File: src/rtl/regwin_pkg.sv
package regwin_pkg;

  // Kind of register an offset resolves to
  typedef enum logic [1:0] {
    ACC_NONE = 2'd0,
    ACC_CMD  = 2'd1,
    ACC_RW   = 2'd2,
    ACC_RO   = 2'd3
  } acc_e;

  // The command offset wins over both masks; storage wins over status
  function automatic acc_e classify(input logic is_cmd, input logic rw_bit,
                                    input logic ro_bit);
    if (is_cmd)      return ACC_CMD;
    else if (rw_bit) return ACC_RW;
    else if (ro_bit) return ACC_RO;
    else             return ACC_NONE;
  endfunction

endpackage

File: src/rtl/regwin_cmd.sv
module regwin_cmd #(
  parameter int ADDR_W    = 4,
  parameter int DATA_W    = 8,
  parameter int PTR_W     = 2,
  parameter int NUM_BANKS = 3,
  parameter int CMD_OFF   = 0
) (
  input  logic              clk,
  input  logic              rst,
  input  logic              wr_en,
  input  logic [ADDR_W-1:0] addr,
  input  logic [DATA_W-1:0] wr_data,
  output logic [PTR_W-1:0]  bank_q,
  output logic [DATA_W-PTR_W-1:0] stb_q
);
  localparam int STB_W = DATA_W - PTR_W;
  localparam logic [ADDR_W-1:0] CMD_A = ADDR_W'(CMD_OFF);
  localparam logic [PTR_W-1:0]  LAST_BANK = PTR_W'(NUM_BANKS - 1);

  logic             cmd_hit;
  logic [PTR_W-1:0] new_ptr;
  logic             ptr_ok;

  assign cmd_hit = wr_en && (addr == CMD_A);
  assign new_ptr = wr_data[DATA_W-1 -: PTR_W];
  assign ptr_ok  = (new_ptr <= LAST_BANK);

  always_ff @(posedge clk) begin
    if (rst) begin
      bank_q <= '0;
      stb_q  <= '0;
    end else begin
      stb_q <= cmd_hit ? wr_data[STB_W-1:0] : '0;
      if (cmd_hit && ptr_ok)
        bank_q <= new_ptr;
    end
  end

  // a legal pointer write selects that bank on the next cycle
  p_ptr_load_r4: assert property (@(posedge clk) disable iff (rst)
    (cmd_hit && ptr_ok) |=> (bank_q == $past(new_ptr)));

  // a reserved pointer leaves the selection as it was
  p_reserved_hold_r5: assert property (@(posedge clk) disable iff (rst)
    (cmd_hit && !ptr_ok) |=> $stable(bank_q));

  // the selection never reaches a bank that does not exist
  p_bank_legal_r5: assert property (@(posedge clk) disable iff (rst)
    (bank_q <= LAST_BANK));

  // the strobe is low in any cycle not preceded by a command write
  p_stb_pulse_r6: assert property (@(posedge clk) disable iff (rst)
    (!cmd_hit) |=> (stb_q == '0));

endmodule

File: src/rtl/regwin_bank.sv
module regwin_bank #(
  parameter int ADDR_W  = 4,
  parameter int DATA_W  = 8,
  parameter int PTR_W   = 2,
  parameter int BANK_ID = 0,
  parameter logic [(2**ADDR_W)-1:0] RW_BITS = '0
) (
  input  logic              clk,
  input  logic              rst,
  input  logic              wr_en,
  input  logic [ADDR_W-1:0] addr,
  input  logic [DATA_W-1:0] wr_data,
  input  logic [PTR_W-1:0]  bank_sel,
  output logic [(2**ADDR_W)*DATA_W-1:0] regs_q
);
  localparam int REGS = 2**ADDR_W;
  localparam logic [PTR_W-1:0] MY_ID = PTR_W'(BANK_ID);

  logic bank_we;
  assign bank_we = wr_en && (bank_sel == MY_ID);

  for (genvar o = 0; o < REGS; o++) begin : g_reg
    if (RW_BITS[o]) begin : g_store
      logic [DATA_W-1:0] q;
      always_ff @(posedge clk) begin
        if (rst)
          q <= '0;
        else if (bank_we && (addr == ADDR_W'(o)))
          q <= wr_data;
      end
      assign regs_q[o*DATA_W +: DATA_W] = q;
    end else begin : g_empty
      assign regs_q[o*DATA_W +: DATA_W] = '0;
    end
  end

  // a write aimed at another bank leaves this bank untouched
  p_other_bank_r2: assert property (@(posedge clk) disable iff (rst)
    (bank_sel != MY_ID) |=> $stable(regs_q));

  // with no write pending, nothing in the bank moves
  p_idle_hold_r2: assert property (@(posedge clk) disable iff (rst)
    (!wr_en) |=> $stable(regs_q));

endmodule

File: src/rtl/regwin_rdmux.sv
module regwin_rdmux
  import regwin_pkg::*;
#(
  parameter int ADDR_W    = 4,
  parameter int DATA_W    = 8,
  parameter int PTR_W     = 2,
  parameter int NUM_BANKS = 3,
  parameter int CMD_OFF   = 0,
  parameter logic [NUM_BANKS*(2**ADDR_W)-1:0] RW_MASK = '0,
  parameter logic [NUM_BANKS*(2**ADDR_W)-1:0] RO_MASK = '0
) (
  input  logic              clk,
  input  logic              rst,
  input  logic              rd_en,
  input  logic [ADDR_W-1:0] addr,
  input  logic [PTR_W-1:0]  bank_sel,
  input  logic [NUM_BANKS*(2**ADDR_W)*DATA_W-1:0] cfg_all,
  input  logic [NUM_BANKS*(2**ADDR_W)*DATA_W-1:0] sts_all,
  output logic [DATA_W-1:0] rd_data
);
  localparam int REGS  = 2**ADDR_W;
  localparam int TOT   = NUM_BANKS * REGS;
  localparam int IDX_W = PTR_W + ADDR_W;
  localparam int PAD   = 2**IDX_W;
  localparam int STB_W = DATA_W - PTR_W;
  localparam logic [ADDR_W-1:0] CMD_A = ADDR_W'(CMD_OFF);
  localparam logic [PAD-1:0] RW_PAD = PAD'(RW_MASK);
  localparam logic [PAD-1:0] RO_PAD = PAD'(RO_MASK);

  logic [PAD*DATA_W-1:0] cfg_pad;
  logic [PAD*DATA_W-1:0] sts_pad;
  logic [IDX_W-1:0]      idx;
  acc_e                  kind;
  logic [DATA_W-1:0]     rd_next;

  assign cfg_pad = {{((PAD-TOT)*DATA_W){1'b0}}, cfg_all};
  assign sts_pad = {{((PAD-TOT)*DATA_W){1'b0}}, sts_all};
  assign idx     = {bank_sel, addr};
  assign kind    = classify(addr == CMD_A, RW_PAD[idx], RO_PAD[idx]);

  always_comb begin
    unique case (kind)
      ACC_CMD:  rd_next = {bank_sel, {STB_W{1'b0}}};
      ACC_RW:   rd_next = cfg_pad[idx*DATA_W +: DATA_W];
      ACC_RO:   rd_next = sts_pad[idx*DATA_W +: DATA_W];
      default:  rd_next = '0;
    endcase
  end

  always_ff @(posedge clk) begin
    if (rst)
      rd_data <= '0;
    else if (rd_en)
      rd_data <= rd_next;
  end

  // read data holds between reads
  p_hold_r3: assert property (@(posedge clk) disable iff (rst)
    (!rd_en) |=> $stable(rd_data));

  // a command read shows the pointer and clears the strobe field
  p_cmd_read_r4: assert property (@(posedge clk) disable iff (rst)
    (rd_en && addr == CMD_A) |=>
      (rd_data[STB_W-1:0] == '0) && (rd_data[DATA_W-1 -: PTR_W] == $past(bank_sel)));

  // an unimplemented offset reads as zero
  p_unimpl_zero_r8: assert property (@(posedge clk) disable iff (rst)
    (rd_en && kind == ACC_NONE) |=> (rd_data == '0));

endmodule

File: src/rtl/regwin_top.sv
module regwin_top #(
  parameter int ADDR_W    = 4,
  parameter int DATA_W    = 8,
  parameter int PTR_W     = 2,
  parameter int NUM_BANKS = 3,
  parameter int CMD_OFF   = 0,
  parameter logic [NUM_BANKS*(2**ADDR_W)-1:0] RW_MASK = 48'h00FE_00FE_00FE,
  parameter logic [NUM_BANKS*(2**ADDR_W)-1:0] RO_MASK = 48'h0F00_0F00_0F00
) (
  input  logic              clk,
  input  logic              rst,
  input  logic [ADDR_W-1:0] addr,
  input  logic              wr_en,
  input  logic [DATA_W-1:0] wr_data,
  input  logic              rd_en,
  output logic [DATA_W-1:0] rd_data,
  output logic [PTR_W-1:0]  bank_sel,
  output logic [DATA_W-PTR_W-1:0] cmd_stb,
  output logic [NUM_BANKS*(2**ADDR_W)*DATA_W-1:0] cfg_q,
  input  logic [NUM_BANKS*(2**ADDR_W)*DATA_W-1:0] sts_i
);
  localparam int REGS   = 2**ADDR_W;
  localparam int BANK_W = REGS * DATA_W;

  regwin_cmd #(
    .ADDR_W(ADDR_W), .DATA_W(DATA_W), .PTR_W(PTR_W),
    .NUM_BANKS(NUM_BANKS), .CMD_OFF(CMD_OFF)
  ) u_cmd (
    .clk(clk), .rst(rst), .wr_en(wr_en), .addr(addr), .wr_data(wr_data),
    .bank_q(bank_sel), .stb_q(cmd_stb)
  );

  for (genvar b = 0; b < NUM_BANKS; b++) begin : g_bank
    regwin_bank #(
      .ADDR_W(ADDR_W), .DATA_W(DATA_W), .PTR_W(PTR_W), .BANK_ID(b),
      .RW_BITS(RW_MASK[b*REGS +: REGS] & ~(REGS'(1) << CMD_OFF))
    ) u_bank (
      .clk(clk), .rst(rst), .wr_en(wr_en), .addr(addr), .wr_data(wr_data),
      .bank_sel(bank_sel), .regs_q(cfg_q[b*BANK_W +: BANK_W])
    );
  end

  regwin_rdmux #(
    .ADDR_W(ADDR_W), .DATA_W(DATA_W), .PTR_W(PTR_W), .NUM_BANKS(NUM_BANKS),
    .CMD_OFF(CMD_OFF), .RW_MASK(RW_MASK), .RO_MASK(RO_MASK)
  ) u_rd (
    .clk(clk), .rst(rst), .rd_en(rd_en), .addr(addr), .bank_sel(bank_sel),
    .cfg_all(cfg_q), .sts_all(sts_i), .rd_data(rd_data)
  );

  // the cycle after reset shows bank 0, idle strobes and empty read data
  p_reset_state_r1: assert property (@(posedge clk)
    $past(rst) |-> (bank_sel == '0) && (cmd_stb == '0) && (rd_data == '0) && (cfg_q == '0));

endmodule

File: config.mk
export PLATFORM = sky130hd
export DESIGN_NAME = regwin_top
export DESIGN_NICKNAME = d
export VERILOG_FILES = /design/src/rtl/regwin_pkg.sv /design/src/rtl/regwin_cmd.sv /design/src/rtl/regwin_bank.sv /design/src/rtl/regwin_rdmux.sv /design/src/rtl/regwin_top.sv
export SDC_FILE = /design/constraint.sdc
export NUM_CORES = 1
export LEC_CHECK = 0
export BUFFER_PORTS_ARGS = -buffer_cell sky130_fd_sc_hd__buf_2
export CAP_MARGIN = 10
export CORE_AREA = 2 2 309 311
export CTS_CLUSTER_SIZE = 40
export DETAILED_ROUTE_END_ITERATION = 10
export DIE_AREA = 0 0 311 313
export GPL_ROUTABILITY_DRIVEN = 0
export SETUP_SLACK_MARGIN = 0.1
export SYNTH_ARGS = -nofsm -noshare
export SYNTH_HDL_FRONTEND = slang
export SYNTH_HIERARCHICAL = 1
export SYNTH_SLANG_ARGS = --single-unit
File: constraint.sdc
create_clock -name clk -period 3 [get_ports clk]
set_clock_uncertainty 0.15 [all_clocks]
set_input_delay 0.75 -clock clk [delete_from_list [all_inputs] [get_ports clk]]
set_output_delay 0.75 -clock clk [all_outputs]
set_load 0.02 [all_outputs]
* After elaboration in Yosys (flattened, before gate mapping)
Memories as Yosys holds them, arrays and structs flattened.
Cells that the tools add are included.
** Storage, ports and cells
- Flip-flop bits (word level) :: 184
- Bits in read-only memories :: 128
- Bits of input ports :: 400
- Output and inout bits :: 400
- Logic and storage cells :: 78
- Memories kept :: 2
** Operators by class
- Order comparisons :: 2
- Equal/unequal tests :: 12
- Shift operators :: 2
- Multiplexer cells :: 6
- Bitwise gates (word level) :: 1
- Reduce and logical (&&, ||, !) cells :: 29
** Memory list
- (no name shown) :: words 64, width 1, rd ports 1, clocked after Yosys merged registers in 0, write ports 0, RTL line regwin_rdmux.sv:39 : assign kind = classify(addr == CMD_A, RW_PAD[idx], RO_PAD[idx]);
- (no name shown) :: words 64, width 1, rd ports 1, clocked after Yosys merged registers in 0, write ports 0, RTL line regwin_rdmux.sv:39
** Operator list (number)
- $shiftx 512x10->8 :: 2
- $logic_and 1x1->1 :: 26
- $pmux 8 s3 :: 1
- $eq 4x3->1 const B :: 4
- $eq 4x2->1 const B :: 2
- $lt 6x7->1 const B :: 1
- $eq 2x2->1 const B :: 3
- $mux 2 :: 3
- $eq 2x1->1 const B :: 2
- $eq 4x1->1 const B :: 1
- $logic_not 4->1 :: 1
- $le 2x2->1 const B :: 1
- $logic_not 2->1 :: 1
- $mux 1 :: 2
- $reduce_or 2->1 :: 1
- $not 1->1 :: 1

* Depth between registers and ports, before layout
Gate-level depths: netlist of the first run.
- Word-level depth :: 7
- Depth in mapped cells :: 12
- Depth with buffers taken out :: 7

* Modules after synthesis
Netlist of the first run, hierarchy kept.
** Modules (own cells, without submodules)
- regwin_rdmux :: times used 1, cells an instance 903, area each 6462.4 um^2, seq. area each 160.2 um^2
- regwin_bank (g_bank[1].u_bank ...) :: times used 2, cells an instance 273, area each 2829.0 um^2, seq. area each 1121.1 um^2
- regwin_bank (g_bank[0].u_bank) :: times used 1, cells an instance 272, area each 2791.4 um^2, seq. area each 1121.1 um^2
- regwin_cmd :: times used 1, cells an instance 23, area each 265.3 um^2, seq. area each 160.2 um^2

* Worst setup path before layout of the first run
Ideal clock, no wire load.
- Path kind :: input-to-reg
- From :: input addr[3]
- To :: register u_rd.rd_data[5]
- Data arrival time :: 2.348 ns
- Data required time :: 2.733 ns
- Slack :: 0.384 ns
- Cell stages on the path :: 7
- Path through :: nor2b_4 > nand2_4 > buf_6 > mux4_2 > a2111oi_2 > o211ai_1 > a32o_1
** Between the ends
- Longest elaborated chain between the ends :: 7
- Elaborated cells on any way between the ends :: 14
- Classes of those cells :: eq/ne (3); shift (2); mux (6); reduce/logical (1); memory (2)
** RTL lines
- start: declaration :: RTL line regwin_top.sv:12 : input logic [ADDR_W-1:0] addr,
- $mem_v2 64x1
- $mux 1 (not written as such) :: RTL line regwin_rdmux.sv:39
- $mux 2 :: RTL line regwin_pkg.sv:16 : else if (ro_bit) return ACC_RO;
- $mux 2 :: RTL line regwin_pkg.sv:15 : else if (rw_bit) return ACC_RW;
- $mux 2 :: RTL line regwin_pkg.sv:14 : if (is_cmd) return ACC_CMD;
- $eq 2x2->1 or $eq 2x1->1 (tied branches) :: RTL line regwin_rdmux.sv:42 : unique case (kind)
- $pmux 8 s3 * :: RTL line regwin_rdmux.sv:42
- end signal: assignment :: RTL line regwin_rdmux.sv:54 : rd_data <= rd_next;
- end: declaration :: RTL line regwin_rdmux.sv:19 : output logic [DATA_W-1:0] rd_data
Mark *: on every way between the ends. The rest lies on a longest branch, timed or not. The select of a mux whose other input is x is not followed.
A chain may end at the register's enable or synchronous reset.

* Worst setup path after layout of the first run
- From :: input addr[3]
- To :: register u_rd.rd_data[3]
Same word-level chain as after synthesis.

==> out/summary.txt, run 1 <==
outcome - completed
storage element area - 3690 um^2
Data arrival, critical path - 3.16 ns
R2R setup slack - 0.17 ns
end-of-flow core utilization - 22.2%
Detailed Route WL - 109 mm
Port Buffers - 502
Static Leakage - 10.2 nW
Root Driver - clkbuf_16
initial antenna violation count - 62
H-tree Lvls - 4
fin nets - 2776
multi-input logic area - 10100 um^2
RSZ-0062 raised after global routing - true
CTS tree - built
final setup violation count - 0
Setup TNS - 0 ns
residual DRC count - 0
Area Overhead vs Synth - 37.7%
Hold Crit Class - flip-flop to flip-flop
number of routed nets with antenna violations - 0
fin cells - 3674
most frequent cell on the critical path - buf_4
Post-synth EDFFs - 0
Hold Fails Final Rpt - 0
layout cell share with drive strength beyond 1 - 38.4%
Worst VDD drop - 348 uV
worst relative slew slack - 41.7%
CORE AREA - 94200 um^2
post-DR wirelength/cell - 29.6 um
Tmin final - 2.93 ns
#FFs+latches synth - 184
filler instances - 10600
top_reg_cell synth - dfxtp_1
Max Freq - 341 MHz
Sink Count - 184
Via density - 4.46
Critical Path RT - 3.23 ns
sequential fraction of the synthesis area - 24.3%
WS Path Type - primary input to flip-flop
Remaining Overflow, GRT - 0
commonest non-fill, non-tap cell in the layout - buf_2
origin of the worst setup path - addr[3]
number of max-cap violations - 0
Clock Tree Buf Depth - 2
vias post-DR - 16400
crit start category - primary input
Synth Cell Area - 15200 um^2
number of global-route vias before repair - 16000
maximum fanout along the worst path - 8
Hold Startpoint - u_rd/rd_data[5]
Row Count - 113
Crit path largest cell delay - 0.53 ns
Distinct cells, synth - 88
placed cells - 3610
most frequent cells in the layout - buf_2, mux2i_1, conb_1
CP Capture Type - flip-flop
first-pass GRT wire length - 140 mm
CP cell instances - buf_4 > nor2b_4 > nand2_8 > buf_4 > buf_12 > buf_4 > mux4_2 > nand3_1 > and4_1 > nor4_1 > a32o_1
CTS clk-pin slew, worst paths - 0.08 ns
die area - 97300 um^2
Worst Tran Pin Value - 0.863 ns
die height - 313 um
crit path buf inv count - 4
Final Slew Violations - 0
total iterations of the first detailed-routing run - 8
largest net degree at the start of global routing - 72
IO Pins - 800
Tcrit/Tclk final - 97.8%
Total Routing Usage GR - 21.1%
async set-reset flop share out of synthesis - 0%
power per cell area - 339 nW/um^2
effective utilization at floorplan - 16.1%
worst skew pair latency - 0.48 ns
Num CTS Buffers - 17
Critical-path top delay cell - mux4_2
Reg-to-Reg Start - u_cmd/bank_q[0]
Die W - 311 um
synth warn - 6
DR iter-0 viols - 1244
Post-Synthesis Cells - 1744
hold_buf cts - 0
Top Family by Delay on Critical Path - simple AND/OR/NAND/NOR gates
HPWL after detailed placement - 89.5 mm
Mean Syn Cell Area - 8.70 um^2
-- area by class of cell --
class / instances / area share [%]
multi-input combinational: 1424 / 48.4
inverter: 6 / 0.108
antenna: 21 / 0.251
sequential: 184 / 17.7
clock buffer: 19 / 2.12
clock inverter: 12 / 0.671
tap: 1265 / 7.57
timing repair buffer: 743 / 23.2
-- metal layers --
layer  global-route usage [%]  part of all wire, %  vias up
met2                     35.0                   46      952
met5                        0                 0.19        -
li1                         -                    -     7182
met4                     6.41                  3.3       34
met1                     26.7                   43     8039
met3                     5.70                  7.7      189
-- through the flow --
stage | power (W) | hold WS [ns] | instance area [um^2] | setup slack, ns
2_1_floorplan | 0.00376 | 0.405 | 16000 | 0.384
3_3_place_gp | 0.00459 | 0.300 | 19900 | -0.615
3_5_place_dp | 0.00459 | 0.311 | 19900 | -0.663
4_1_cts | 0.00703 | 0.329 | 20500 | 0.0652
5_1_grt | 0.00732 | 0.354 | 20900 | 0.0802
6_report | 0.00709 | 0.328 | 20900 | 0.0659
-- report_power, final --
part	internal, W	switching, W
Combinational	0.000803	0.00138
Sequential	0.00246	0.0000194
Clock	0.00126	0.00116
Total	0.00452	0.00256
-- synth_stat cells (all sizes together), types with 10 or more instances --
| library cell | instances | area [um^2] |
|---|---|---|
| a211oi | 68 | 510 |
| a21oi | 28 | 140 |
| a22oi | 10 | 75.1 |
| a31oi | 32 | 200 |
| a32oi | 14 | 123 |
| and2 | 13 | 88.8 |
| and3 | 68 | 432 |
| buf | 280 | 2170 |
| clkbuf | 63 | 239 |
| dfxtp | 184 | 3680 |
| mux2 | 10 | 113 |
| mux2i | 228 | 2280 |
| mux4 | 49 | 1110 |
| nand2 | 219 | 882 |
| nand2b | 193 | 1210 |
| nand3 | 62 | 355 |
| nor2 | 41 | 169 |
| nor3 | 11 | 60.1 |
| nor4 | 10 | 62.6 |
| o211ai | 16 | 125 |
| o21ai | 37 | 185 |
-- final timing paths --
path / end / cells after the start
worst min register to register: u_rd/rd_data[5] / 1
worst max register to register: u_rd/rd_data[3] / 10
worst max-delay path: u_rd/rd_data[3] / 11
worst min-delay path: u_rd/rd_data[5] / 1
-- sequential cells by signal (all words and copies together), names as in the netlist --
name	count
g_bank.u_bank/g.g_store.q	168
u_cmd/bank_q	2
u_cmd/stb_q	6
u_rd/rd_data	8
-- cells by family (layout without fill, tap and decap cells) --
| group | after synthesis | in the layout | share of synthesized area (%) |
|---|---|---|---|
| simple gates | 649 | 649 | 23.6 |
| buf+inv | 349 | 780 | 16.0 |
| mux | 287 | 287 | 23.1 |
| compound gates | 272 | 272 | 13.0 |
| flops | 184 | 184 | 24.3 |
| other cells | 3 | 237 | 0.0742 |
-- worst reg2reg max path, cell delays in order, from the launching register on --
cell and delay (ns):
dfxtp_4 0.43, nand2_8 0.13, nand2_8 0.15, buf_4 0.14, buf_12 0.14, buf_4 0.15, mux4_2 0.61, nand3_1 0.13
and4_1 0.34, nor4_1 0.10, a32o_1 0.26
-- timing repair --
item                                    4_1_cts  5_1_grt
endpoints found under the setup margin        8        8
cloned                                        0        3
buffers inserted                              0        9
pin swaps                                     2        6
resized for setup                            19       24
(Power assumes the default switching activity.)
==> inputs of run 2 (changes only) <==
--- a/config.mk
+++ b/config.mk
@@ -12,6 +12,8 @@
 export DETAILED_ROUTE_END_ITERATION = 10
 export DIE_AREA = 0 0 311 313
 export GPL_ROUTABILITY_DRIVEN = 0
+export GPL_TIMING_DRIVEN = 0
+export PLACE_DENSITY = 0.43
 export SETUP_SLACK_MARGIN = 0.1
 export SYNTH_ARGS = -nofsm -noshare
 export SYNTH_HDL_FRONTEND = slang
==> run 2 against run 1 <==
Cell count up 3.8%. Core utilization up 1.4 points. Count of clock-buffer cells in the layout unchanged. Global-route usage up 6.3 points. Sequential power about the same. Hold slack better by 0.0069 ns. Register-to-register slack worse by 0.11 ns. Non-clock buffer count up 139. Combinational power up 20%. Maximum frequency down 1.1%. Setup slack worse by 0.034 ns. Clock power about the same.
==> out/summary.txt, run 2 (synthesis results as in run 1) <==
power per cell area - 338 nW/um^2
Die W - 311 um
max reg flops - 168
Area Overhead vs Synth - 46.2%
number of routed nets with antenna violations - 0
GR Util met2 - 46.1%
Reg-to-Reg Start - u_cmd/bank_q[1]
CTS tree - built
CP cell instances - buf_8 > nor2b_4 > buf_6 > clkbuf_2 > and3_1 > a211oi_1 > o41ai_2 > a41oi_2 > a211oi_1 > a32o_1
Final Slew Violations - 0
Total Routing Usage GR - 27.4%
Detailed Route WL - 138 mm
Worst Tran Pin Value - 1.11 ns
CP Capture Type - flip-flop
Sink Count - 184
post-DR wirelength/cell - 36.2 um
number of max-cap violations - 0
hold path endpoint - u_rd/rd_data[3]
CTS clk-pin slew, worst paths - 0.08 ns
effective utilization at floorplan - 16.1%
HPWL after detailed placement - 111 mm
Num CTS Buffers - 17
Worst R2R End - u_rd/rd_data[5]
worst relative slew slack - 25.9%
WS Path Type - primary input to flip-flop
Clock Tree Buf Depth - 2
M1 GR Usage - 32.2%
crit start category - primary input
end-of-flow core utilization - 23.6%
biggest registers after layout - g_bank.u_bank/g.g_store.q: 168 flops, u_rd/rd_data: 8 flops, u_cmd/stb_q: 6 flops
Via density - 4.59
IO Pins - 800
H-tree Lvls - 4
Remaining Overflow, GRT - 0
first-pass GRT wire length - 174 mm
residual DRC count - 0
r2r worst-path depth - 11
most frequent cells in the layout - buf_2, buf_4, mux2i_1
DR iter-0 viols - 1740
met3 Use GR - 9.95%
R2R setup slack - 0.06 ns
GR peak layer - met2
vias post-DR - 17500
largest net degree at the start of global routing - 24
Data arrival, critical path - 3.27 ns
total power - 0.00750 W
Top Family by Delay on Critical Path - compound AO/OA/AOI/OAI gates
hold path depth - 1
layout cell share with drive strength beyond 1 - 42.4%
maximum fanout along the worst path - 14
Crit path largest cell delay - 0.46 ns
Root Driver - clkbuf_16
Tcrit/Tclk final - 98.9%
Critical Path RT - 3.31 ns
initial antenna violation count - 45
die height - 313 um
total iterations of the first detailed-routing run - 6
worst skew pair latency - 0.51 ns
fin nets - 2915
Setup TNS - 0 ns
Row Count - 113
Static Leakage - 11.0 nW
most frequent cell on the critical path - a211oi_1
Hold Startpoint - u_rd/rd_data[3]
Tmin final - 2.97 ns
number of global-route vias before repair - 17100
Port Buffers - 501
CORE AREA - 94200 um^2
Reg with most FFs - g_bank.u_bank/g.g_store.q
commonest non-fill, non-tap cell in the layout - buf_2
Hold Crit Class - flip-flop to flip-flop
Hold Fails Final Rpt - 0
Critical-path top delay cell - o41ai_2
RSZ-0062 raised after global routing - true
final setup violation count - 0
outcome - completed
Worst VDD drop - 444 uV
die area - 97300 um^2
crit path buf inv count - 3
Max Freq - 337 MHz
-- run 2: changes by cell type in the layout (fill, tap and decap cells not counted), moves of 9 or more --
cell and delta:
buf_12 -25, buf_4 +55, buf_6 +26, buf_8 +20
clkbuf_1 +23, clkbuf_2 +18, clkbuf_4 +10, mux2i_1 -9
-- run 2: power by group --
group / internal [W] / switching (W)
logic: 0.000916 / 0.00171
clock network: 0.00115 / 0.00126
registers: 0.00246 / 0.0000206
total: 0.00452 / 0.00299
-- run 2: final cells by class --
type,instances,area (um^2)
antenna,19,47.5
buffer,343,2870
clock buffer,19,453
clock inverter,13,133
fill,10600,72000
inverter,6,25.0
multi-input combinational,1424,10500
sequential,184,3690
tap,1265,1580
timing repair buffer,539,2940
-- run 2: worst max path at each step --
stage                  from              end  slack, ns  cells past startpoint
finish              addr[3]  u_rd/rd_data[5]       0.03                     10
global route        addr[3]  u_rd/rd_data[3]       0.02                     11
CTS                 addr[3]  u_rd/rd_data[3]       0.07                     11
detailed placement  addr[0]  u_rd/rd_data[4]      -2.16                      9
global placement    addr[0]  u_rd/rd_data[4]      -4.78                      8
floorplan           addr[3]  u_rd/rd_data[5]       0.38                      7
-- run 2: worst register-to-register path, delay by kind of cell, from the launching register on --
family	cells	cell delay, ns
AOI/OAI and AO/OA	3	0.77
DFF	1	0.35
buffers and inverters	4	0.88
and+or+nand+nor	4	0.73
-- run 2: metrics by stage --
step	hold slack, ns	setup slack (ns)	area [um^2]	cells
finish	0.335	0.0320	22200	3812
floorplan	0.405	0.384	16000	1957
global route	0.349	0.0199	22200	3798
detailed placement	0.321	-2.16	20300	3737
CTS	0.341	0.0732	22000	3789
global placement	0.303	-4.78	20100	3723
-- run 2: metal layers --
metal | share of wire [%] | up-vias
li1 | - | 7470
met1 | 38 | 8606
met2 | 48 | 1178
met3 | 11 | 221
met4 | 3.4 | 36
met5 | 0.16 | -
-- run 2: timing repair --
item	CTS	global route
endpoints found under the setup margin	8	8
endpoints found under the hold margin	0	0
gates resized for setup	232	45
buffers inserted	20	4
pin swaps	10	8
hold buffers	0	0
